### config.mk
export PLATFORM = sky130hd
export DESIGN_NAME = irq_gate_ctl
export DESIGN_NICKNAME = d
export VERILOG_FILES = /design/src/rtl/irq_gate_pkg.sv /design/src/rtl/irq_gate_enable.sv /design/src/rtl/irq_gate_mask.sv /design/src/rtl/irq_gate_arb.sv /design/src/rtl/irq_gate_ctl.sv
export SDC_FILE = /design/constraint.sdc
export NUM_CORES = 1
export LEC_CHECK = 0
export ABC_AREA = 1
export BUFFER_PORTS_ARGS = -buffer_cell sky130_fd_sc_hd__buf_2
export CAP_MARGIN = 25
export CORE_MARGIN = 2
export CORE_UTILIZATION = 30
export DETAILED_ROUTE_END_ITERATION = 12
export PLACE_DENSITY = 0.6
export SETUP_SLACK_MARGIN = 0.2
export SYNTH_ARGS = -nofsm -noshare
export SYNTH_HDL_FRONTEND = slang
export SYNTH_SLANG_ARGS = --single-unit
### constraint.sdc
create_clock -name clk -period 0.9 [get_ports clk]
set_clock_uncertainty 0.1 [all_clocks]
set_input_delay 0.09 -clock clk [delete_from_list [all_inputs] [get_ports clk]]
set_output_delay 0.09 -clock clk [all_outputs]
set_load 0.01 [all_outputs]
### src/rtl/irq_gate_pkg.sv
// Shared constants for the interrupt gate: source codes, control-word
// and status-word bit positions. Assumes an 8-bit accumulator.
package irq_gate_pkg;
    localparam int ACC_W  = 8;
    localparam int NMASK  = 3;
    localparam int NSRC   = 5;
    localparam int SRC_W  = $clog2(NSRC + 1);

    // source codes reported at a boundary
    localparam logic [SRC_W-1:0] SRC_NONE = 3'd0;
    localparam logic [SRC_W-1:0] SRC_TRAP = 3'd1;
    localparam logic [SRC_W-1:0] SRC_R75  = 3'd2;
    localparam logic [SRC_W-1:0] SRC_R65  = 3'd3;
    localparam logic [SRC_W-1:0] SRC_R55  = 3'd4;
    localparam logic [SRC_W-1:0] SRC_INTR = 3'd5;

    // request vector slots, index 0 is highest priority
    localparam int SLOT_TRAP = 0;
    localparam int SLOT_R75  = 1;
    localparam int SLOT_R65  = 2;
    localparam int SLOT_R55  = 3;
    localparam int SLOT_INTR = 4;

    // mask bit positions (in both control and status words)
    localparam int M55_BIT = 0;
    localparam int M65_BIT = 1;
    localparam int M75_BIT = 2;

    // control word fields
    localparam int MLD_BIT  = 3;
    localparam int CLR_BIT  = 4;
    localparam int RSVD_BIT = 5;
    localparam int SOE_BIT  = 6;
    localparam int SOD_BIT  = 7;

    // status word fields
    localparam int ST_IE_BIT  = 3;
    localparam int ST_P55_BIT = 4;
    localparam int ST_P65_BIT = 5;
    localparam int ST_P75_BIT = 6;
    localparam int ST_SI_BIT  = 7;
endpackage

### src/rtl/irq_gate_enable.sv
// Global maskable-interrupt enable with one-instruction arming delay.
// Assumes op strobes are single-cycle and at most one is high at a time.
// hold_q marks that the boundary ending the enable instruction is still ahead.
module irq_gate_enable (
    input  logic clk,
    input  logic rst_n,
    input  logic en_op,
    input  logic dis_op,
    input  logic boundary,
    input  logic mask_taken,
    output logic ie_q,
    output logic hold_q,
    output logic elig
);
    // update enable flop and arming hold bit
    always_ff @(posedge clk) begin
        if (!rst_n) begin
            ie_q   <= 1'b0;
            hold_q <= 1'b0;
        end else begin
            if (dis_op)          ie_q <= 1'b0;
            else if (en_op)      ie_q <= 1'b1;
            else if (mask_taken) ie_q <= 1'b0;

            if (dis_op)          hold_q <= 1'b0;
            else if (en_op)      hold_q <= !boundary;
            else if (boundary)   hold_q <= 1'b0;
        end
    end

    // maskable sources may be taken only when armed and no op in flight
    always_comb elig = ie_q & ~hold_q & ~en_op & ~dis_op;


    dis_clear_chk: assert property (@(posedge clk) disable iff (!rst_n)
        dis_op |=> !ie_q);

    en_arm_chk: assert property (@(posedge clk) disable iff (!rst_n)
        (en_op && !dis_op) |=> (ie_q && (hold_q == !$past(boundary))));
endmodule

### src/rtl/irq_gate_mask.sv
// Restart mask bits, 7.5 edge-capture latch and serial output latch.
// Assumes ctl is the accumulator value, sampled only while set_op is high.
module irq_gate_mask
    import irq_gate_pkg::*;
(
    input  logic             clk,
    input  logic             rst_n,
    input  logic             set_op,
    input  logic [ACC_W-1:0] ctl,
    input  logic             req75,
    input  logic             take75,
    output logic [NMASK-1:0] mask_q,
    output logic             pend75_q,
    output logic             ser_q
);
    logic prev75_q;
    logic rise75;
    logic unused_rsvd;

    assign unused_rsvd = ctl[RSVD_BIT];

    // detect a low-to-high step on the 7.5 line
    always_comb rise75 = req75 & ~prev75_q;

    // register masks, capture latch, serial latch and edge history
    always_ff @(posedge clk) begin
        if (!rst_n) begin
            mask_q   <= '1;
            pend75_q <= 1'b0;
            ser_q    <= 1'b0;
            prev75_q <= 1'b0;
        end else begin
            prev75_q <= req75;
            if (set_op && ctl[MLD_BIT])
                mask_q <= ctl[NMASK-1:0];
            if (rise75)
                pend75_q <= 1'b1;
            else if (take75 || (set_op && ctl[CLR_BIT]))
                pend75_q <= 1'b0;
            if (set_op && ctl[SOE_BIT])
                ser_q <= ctl[SOD_BIT];
        end
    end


    mask_load_chk: assert property (@(posedge clk) disable iff (!rst_n)
        (set_op && ctl[MLD_BIT]) |=> (mask_q == $past(ctl[NMASK-1:0])));

    ser_hold_chk: assert property (@(posedge clk) disable iff (!rst_n)
        !(set_op && ctl[SOE_BIT]) |=> $stable(ser_q));

    r75_capture_chk: assert property (@(posedge clk) disable iff (!rst_n)
        $rose(req75) |=> pend75_q);
endmodule

### src/rtl/irq_gate_arb.sv
// Fixed-priority picker: lowest set index wins, reported as index + 1.
// Assumes the caller has already gated every request by the boundary pulse.
module irq_gate_arb #(
    parameter int NREQ = 5,
    parameter int OUT_W = $clog2(NREQ + 1)
) (
    input  logic [NREQ-1:0]  req,
    output logic [OUT_W-1:0] win
);
    // scan from lowest priority up so the highest set request is kept
    always_comb begin
        win = '0;
        for (int i = NREQ - 1; i >= 0; i--) begin
            if (req[i]) win = OUT_W'(i + 1);
        end
    end
endmodule

### src/rtl/irq_gate_ctl.sv
// Interrupt control unit top: enable gate, mask bank, priority picker and
// status readback. Assumes boundary is a one-cycle pulse from the core and
// the op strobe of an instruction precedes its boundary.
module irq_gate_ctl
    import irq_gate_pkg::*;
(
    input  logic             clk,
    input  logic             rst_n,
    input  logic             op_en,
    input  logic             op_dis,
    input  logic             op_mask,
    input  logic             op_read,
    input  logic [ACC_W-1:0] acc_in,
    input  logic             boundary,
    input  logic             irq_intr,
    input  logic             irq_r75,
    input  logic             irq_r65,
    input  logic             irq_r55,
    input  logic             irq_trap,
    input  logic             ser_in,
    output logic             ser_out,
    output logic [ACC_W-1:0] acc_out,
    output logic [SRC_W-1:0] take_src
);
    logic             ie_q, hold_q, elig;
    logic [NMASK-1:0] mask_q;
    logic             pend75_q;
    logic [NSRC-1:0]  req_v;
    logic             mask_taken, take75;
    logic [ACC_W-1:0] status_w;

    irq_gate_enable u_enable (
        .clk        (clk),
        .rst_n      (rst_n),
        .en_op      (op_en),
        .dis_op     (op_dis),
        .boundary   (boundary),
        .mask_taken (mask_taken),
        .ie_q       (ie_q),
        .hold_q     (hold_q),
        .elig       (elig)
    );

    irq_gate_mask u_mask (
        .clk      (clk),
        .rst_n    (rst_n),
        .set_op   (op_mask),
        .ctl      (acc_in),
        .req75    (irq_r75),
        .take75   (take75),
        .mask_q   (mask_q),
        .pend75_q (pend75_q),
        .ser_q    (ser_out)
    );

    // build the boundary-gated request vector in priority order
    always_comb begin
        req_v            = '0;
        req_v[SLOT_TRAP] = boundary & irq_trap;
        req_v[SLOT_R75]  = boundary & elig & pend75_q & ~mask_q[M75_BIT];
        req_v[SLOT_R65]  = boundary & elig & irq_r65  & ~mask_q[M65_BIT];
        req_v[SLOT_R55]  = boundary & elig & irq_r55  & ~mask_q[M55_BIT];
        req_v[SLOT_INTR] = boundary & elig & irq_intr;
    end

    irq_gate_arb #(.NREQ(NSRC), .OUT_W(SRC_W)) u_arb (
        .req (req_v),
        .win (take_src)
    );

    // decode acceptance side effects
    always_comb begin
        mask_taken = (take_src >= SRC_R75) && (take_src <= SRC_INTR);
        take75     = (take_src == SRC_R75);
    end

    // assemble the status word
    always_comb begin
        status_w                = '0;
        status_w[NMASK-1:0]     = mask_q;
        status_w[ST_IE_BIT]     = ie_q;
        status_w[ST_P55_BIT]    = irq_r55;
        status_w[ST_P65_BIT]    = irq_r65;
        status_w[ST_P75_BIT]    = pend75_q;
        status_w[ST_SI_BIT]     = ser_in;
    end

    // capture the status word on a read strobe
    always_ff @(posedge clk) begin
        if (!rst_n)       acc_out <= '0;
        else if (op_read) acc_out <= status_w;
    end


    trap_take_chk: assert property (@(posedge clk) disable iff (!rst_n)
        (boundary && irq_trap) |-> (take_src == SRC_TRAP));

    hold_block_chk: assert property (@(posedge clk) disable iff (!rst_n)
        (boundary && hold_q) |-> (take_src == SRC_NONE || take_src == SRC_TRAP));

    taken_clear_chk: assert property (@(posedge clk) disable iff (!rst_n)
        (take_src >= SRC_R75 && take_src <= SRC_INTR) |=> !ie_q);

    read_si_chk: assert property (@(posedge clk) disable iff (!rst_n)
        op_read |=> (acc_out[ST_SI_BIT] == $past(ser_in)));

    idle_none_chk: assert property (@(posedge clk) disable iff (!rst_n)
        !boundary |-> (take_src == SRC_NONE));
endmodule

==> flow_summary.json <==
{
  "status": "complete, but fails checks",
  "violations": "hold timing, setup timing",
  "wl_per_cell_um": 11.8,
  "drive_gt1_share_pct": 69.1,
  "final_cells": 164,
  "period_minus_slack_ns": 1.35,
  "clkTransAtPathRegs_ns": 0.09,
  "track_usage_pct": 16.3,
  "design_area_um2": 1180,
  "synth_cell_type_count": 18,
  "area_growth_pct": 72.9,
  "first_pass_iters": 4,
  "crit_required_ns": 0.71,
  "dieWidth_um": 51.7,
  "rsz0062_at_grt": "true",
  "slew_viol_final": 0,
  "grt_pass1_wl_um": 3200,
  "synth-main-ff-cell": "dfxtp_1",
  "antenna_left": 0,
  "grt.overflow.total": 0,
  "core.rowCount": 17,
  "hpwl_um": 1320,
  "syn_area_per_cell_um2": 7.68,
  "p_int_mw": 1.11,
  "drv_cap": 0,
  "cts_buffers": 3,
  "p_leak_nw": 0.577,
  "vdd_drop_max_v": 0.000726,
  "whs_ns": -0.0890,
  "initial_core_util_pct": 31.2,
  "p_comb_share_pct": 23.6,
  "clockRootBuffer": "clkbuf_4",
  "diodes": 0,
  "clkLatencyLatePin_ns": 0.28,
  "drc": 0,
  "synth_compound_area_share_pct": 15.9,
  "nets": 159,
  "worst_setup_path_start_kind": "flip-flop",
  "synth_cells": 89,
  "viasPerCell": 4.65,
  "htree_levels": 1,
  "cts_buffer_depth": 2,
  "fillCellCount": 218,
  "io_buffers": 31,
  "dpl_cell_area_um2": 931,
  "synth_seq_area_share_pct": 46.9,
  "crit_arrival_ns": 1.16,
  "worstHoldPathType": "in2reg",
  "cts_tree": "built",
  "synth.most_common_cell": "dfxtp_1",
  "power_mw": 1.52,
  "synthTopCellsByCount": "dfxtp_1 (16), nand2_1 (14), inv_1 (12), nor2_1 (12), o21ai_0 (8)",
  "powerDensity_nw_per_um2": 1290,
  "cp_max_fo": 3,
  "worstSetupPathType": "reg2out",
  "post_synth_xor_area_fraction_pct": 0,
  "synthSimpleGateAreaFrac_pct": 28.0,
  "synth_adder_area_share_pct": 0,
  "vias": 763,
  "grt_max_degree": 13,
  "hold_violations": 9,
  "seqPwrFrac_pct": 52.5,
  "switchingPower_mw": 0.410,
  "wl_um": 1940,
  "synth_top_family_by_area": "simple AND/OR/NAND/NOR gates",
  "synth.area.mux_share_pct": 0,
  "fmax_mhz": 741,
  "p_sw_share_pct": 27.0,
  "synth_edf_count": 0,
  "syn-num-nets": 110,
  "num_io_pins": 33,
  "core_area_um2": 2190,
  "synth_warnings": 0,
  "grt_pass1_vias": 754,
  "timing.slew.headroom_pct": 82.7,
  "fin_setup_tns_ns": -1.94,
  "dp_cells": 154,
  "worstSetupEndpointType": "output port",
  "drt_iter0_markers": 5,
  "tightest_slew_ns": 0.259,
  "setup_viol": 15,
  "synth_area_leaders": "dfxtp_1 (47%), nand2_1 (7.7%), inv_1 (6.6%)",
  "antenna_found_initial": 0,
  "die_area_um2": 2670,
  "routabilityCongestion": 0.783,
  "async_reset_ff_share_pct": 0,
  "power.share.clock_pct": 23.9,
  "pre_cts_ws_ns": -0.180,
  "synth_top_area_share_pct": 46.9,
  "syn-cell-area_um2": 683,
  "period_share_pct": 150,
  "netlist.top_cell.by_area": "dfxtp_1",
  "synth-seq-cells": 16,
  "worst_slack_ns": -0.450,
  "clock-sinks": 16,
  "die-height_um": 51.7
}
==> power groups by stage <==
stage	sequential (mW)	clock (mW)	combinational [mW]
after floorplan	0.808	0	0.110
after global placement	0.793	0	0.251
after detailed placement	0.794	0	0.256
after CTS	0.794	0.376	0.332
after global routing	0.803	0.416	0.393
final	0.798	0.362	0.358
==> area by class of cell <==
cell class / instances / area (um^2) / area share, %
inverter: 14 / 52.6 / 4.45
timing repair buffer: 46 / 355 / 30.1
clock buffer: 3 / 22.5 / 1.91
sequential: 16 / 338 / 28.6
multi-input combinational: 57 / 378 / 32.0
tap: 28 / 35.0 / 2.97
==> cells by family after synthesis <==
kind of cell           Yosys count
AOI/OAI and AO/OA               19
DFF                             16
and+or+nand+nor                 38
buffers and inverters           16
==> state kept, by name, indices dropped and copies added (netlist names) <==
name,flops
acc_out,8
u_mask.mask_q,3
u_enable.hold_q,1
u_enable.ie_q,1
u_mask.pend75_q,1
u_mask.prev75_q,1
u_mask.ser_q,1
==> worst max-delay path, cell delays in order (launching register included) <==
cell	delay [ns]
dfxtp_2	0.36
nand3_4	0.09
nor2_4	0.16
nand3_2	0.09
inv_1	0.06
buf_2	0.12
==> layer usage <==
layer  GRT usage (%)  wire, um  vias up  share of wire, %
li1                -         -      379                 -
met1            18.3       763      366                39
met2            29.7      1080       16                56
met3            3.16        66        2               3.4
met4            6.58        25        0               1.3
met5               0         0        -                 0
==> metrics by stage <==
stage               util [%]  hold slack, ns
finish                  53.9         -0.0890
global route            53.9         -0.0873
CTS                     50.8         -0.0888
detailed placement      42.5           0.207
global placement        42.5           0.204
floorplan                  -          0.0661
==> final timing paths <==
| check | from | endpoint | slack, ns | cells past startpoint |
|---|---|---|---|---|
| max | u_enable.ie_q | take_src[2] | -0.45 | 5 |
| min | irq_r75 | u_mask.prev75_q | -0.09 | 3 |
| max reg2reg | u_enable.ie_q | u_enable.ie_q | -0.28 | 6 |
| min reg2reg | acc_out[5] | acc_out[5] | 0.39 | 2 |
==> cell usage in the layout, fill, tap and decap left out, drive strengths merged <==
cell type  count
o211ai         3
clkbuf         3
nand3          6
nand2         17
nor2          13
o21bai         1
nor4           1
a21oi          6
o21ai          9
nor3b          1
buf           46
inv           14
dfxtp         16
==> repair_timing <==
| item | 4_1_cts | 5_1_grt |
|---|---|---|
| pin swaps | 13 | 9 |
| endpoints found under the hold margin | 10 | 10 |
| buffers inserted | 4 | 3 |
| endpoints found under the setup margin | 23 | 26 |
| gates resized for setup | 36 | 13 |
(Power assumes the default switching activity.)
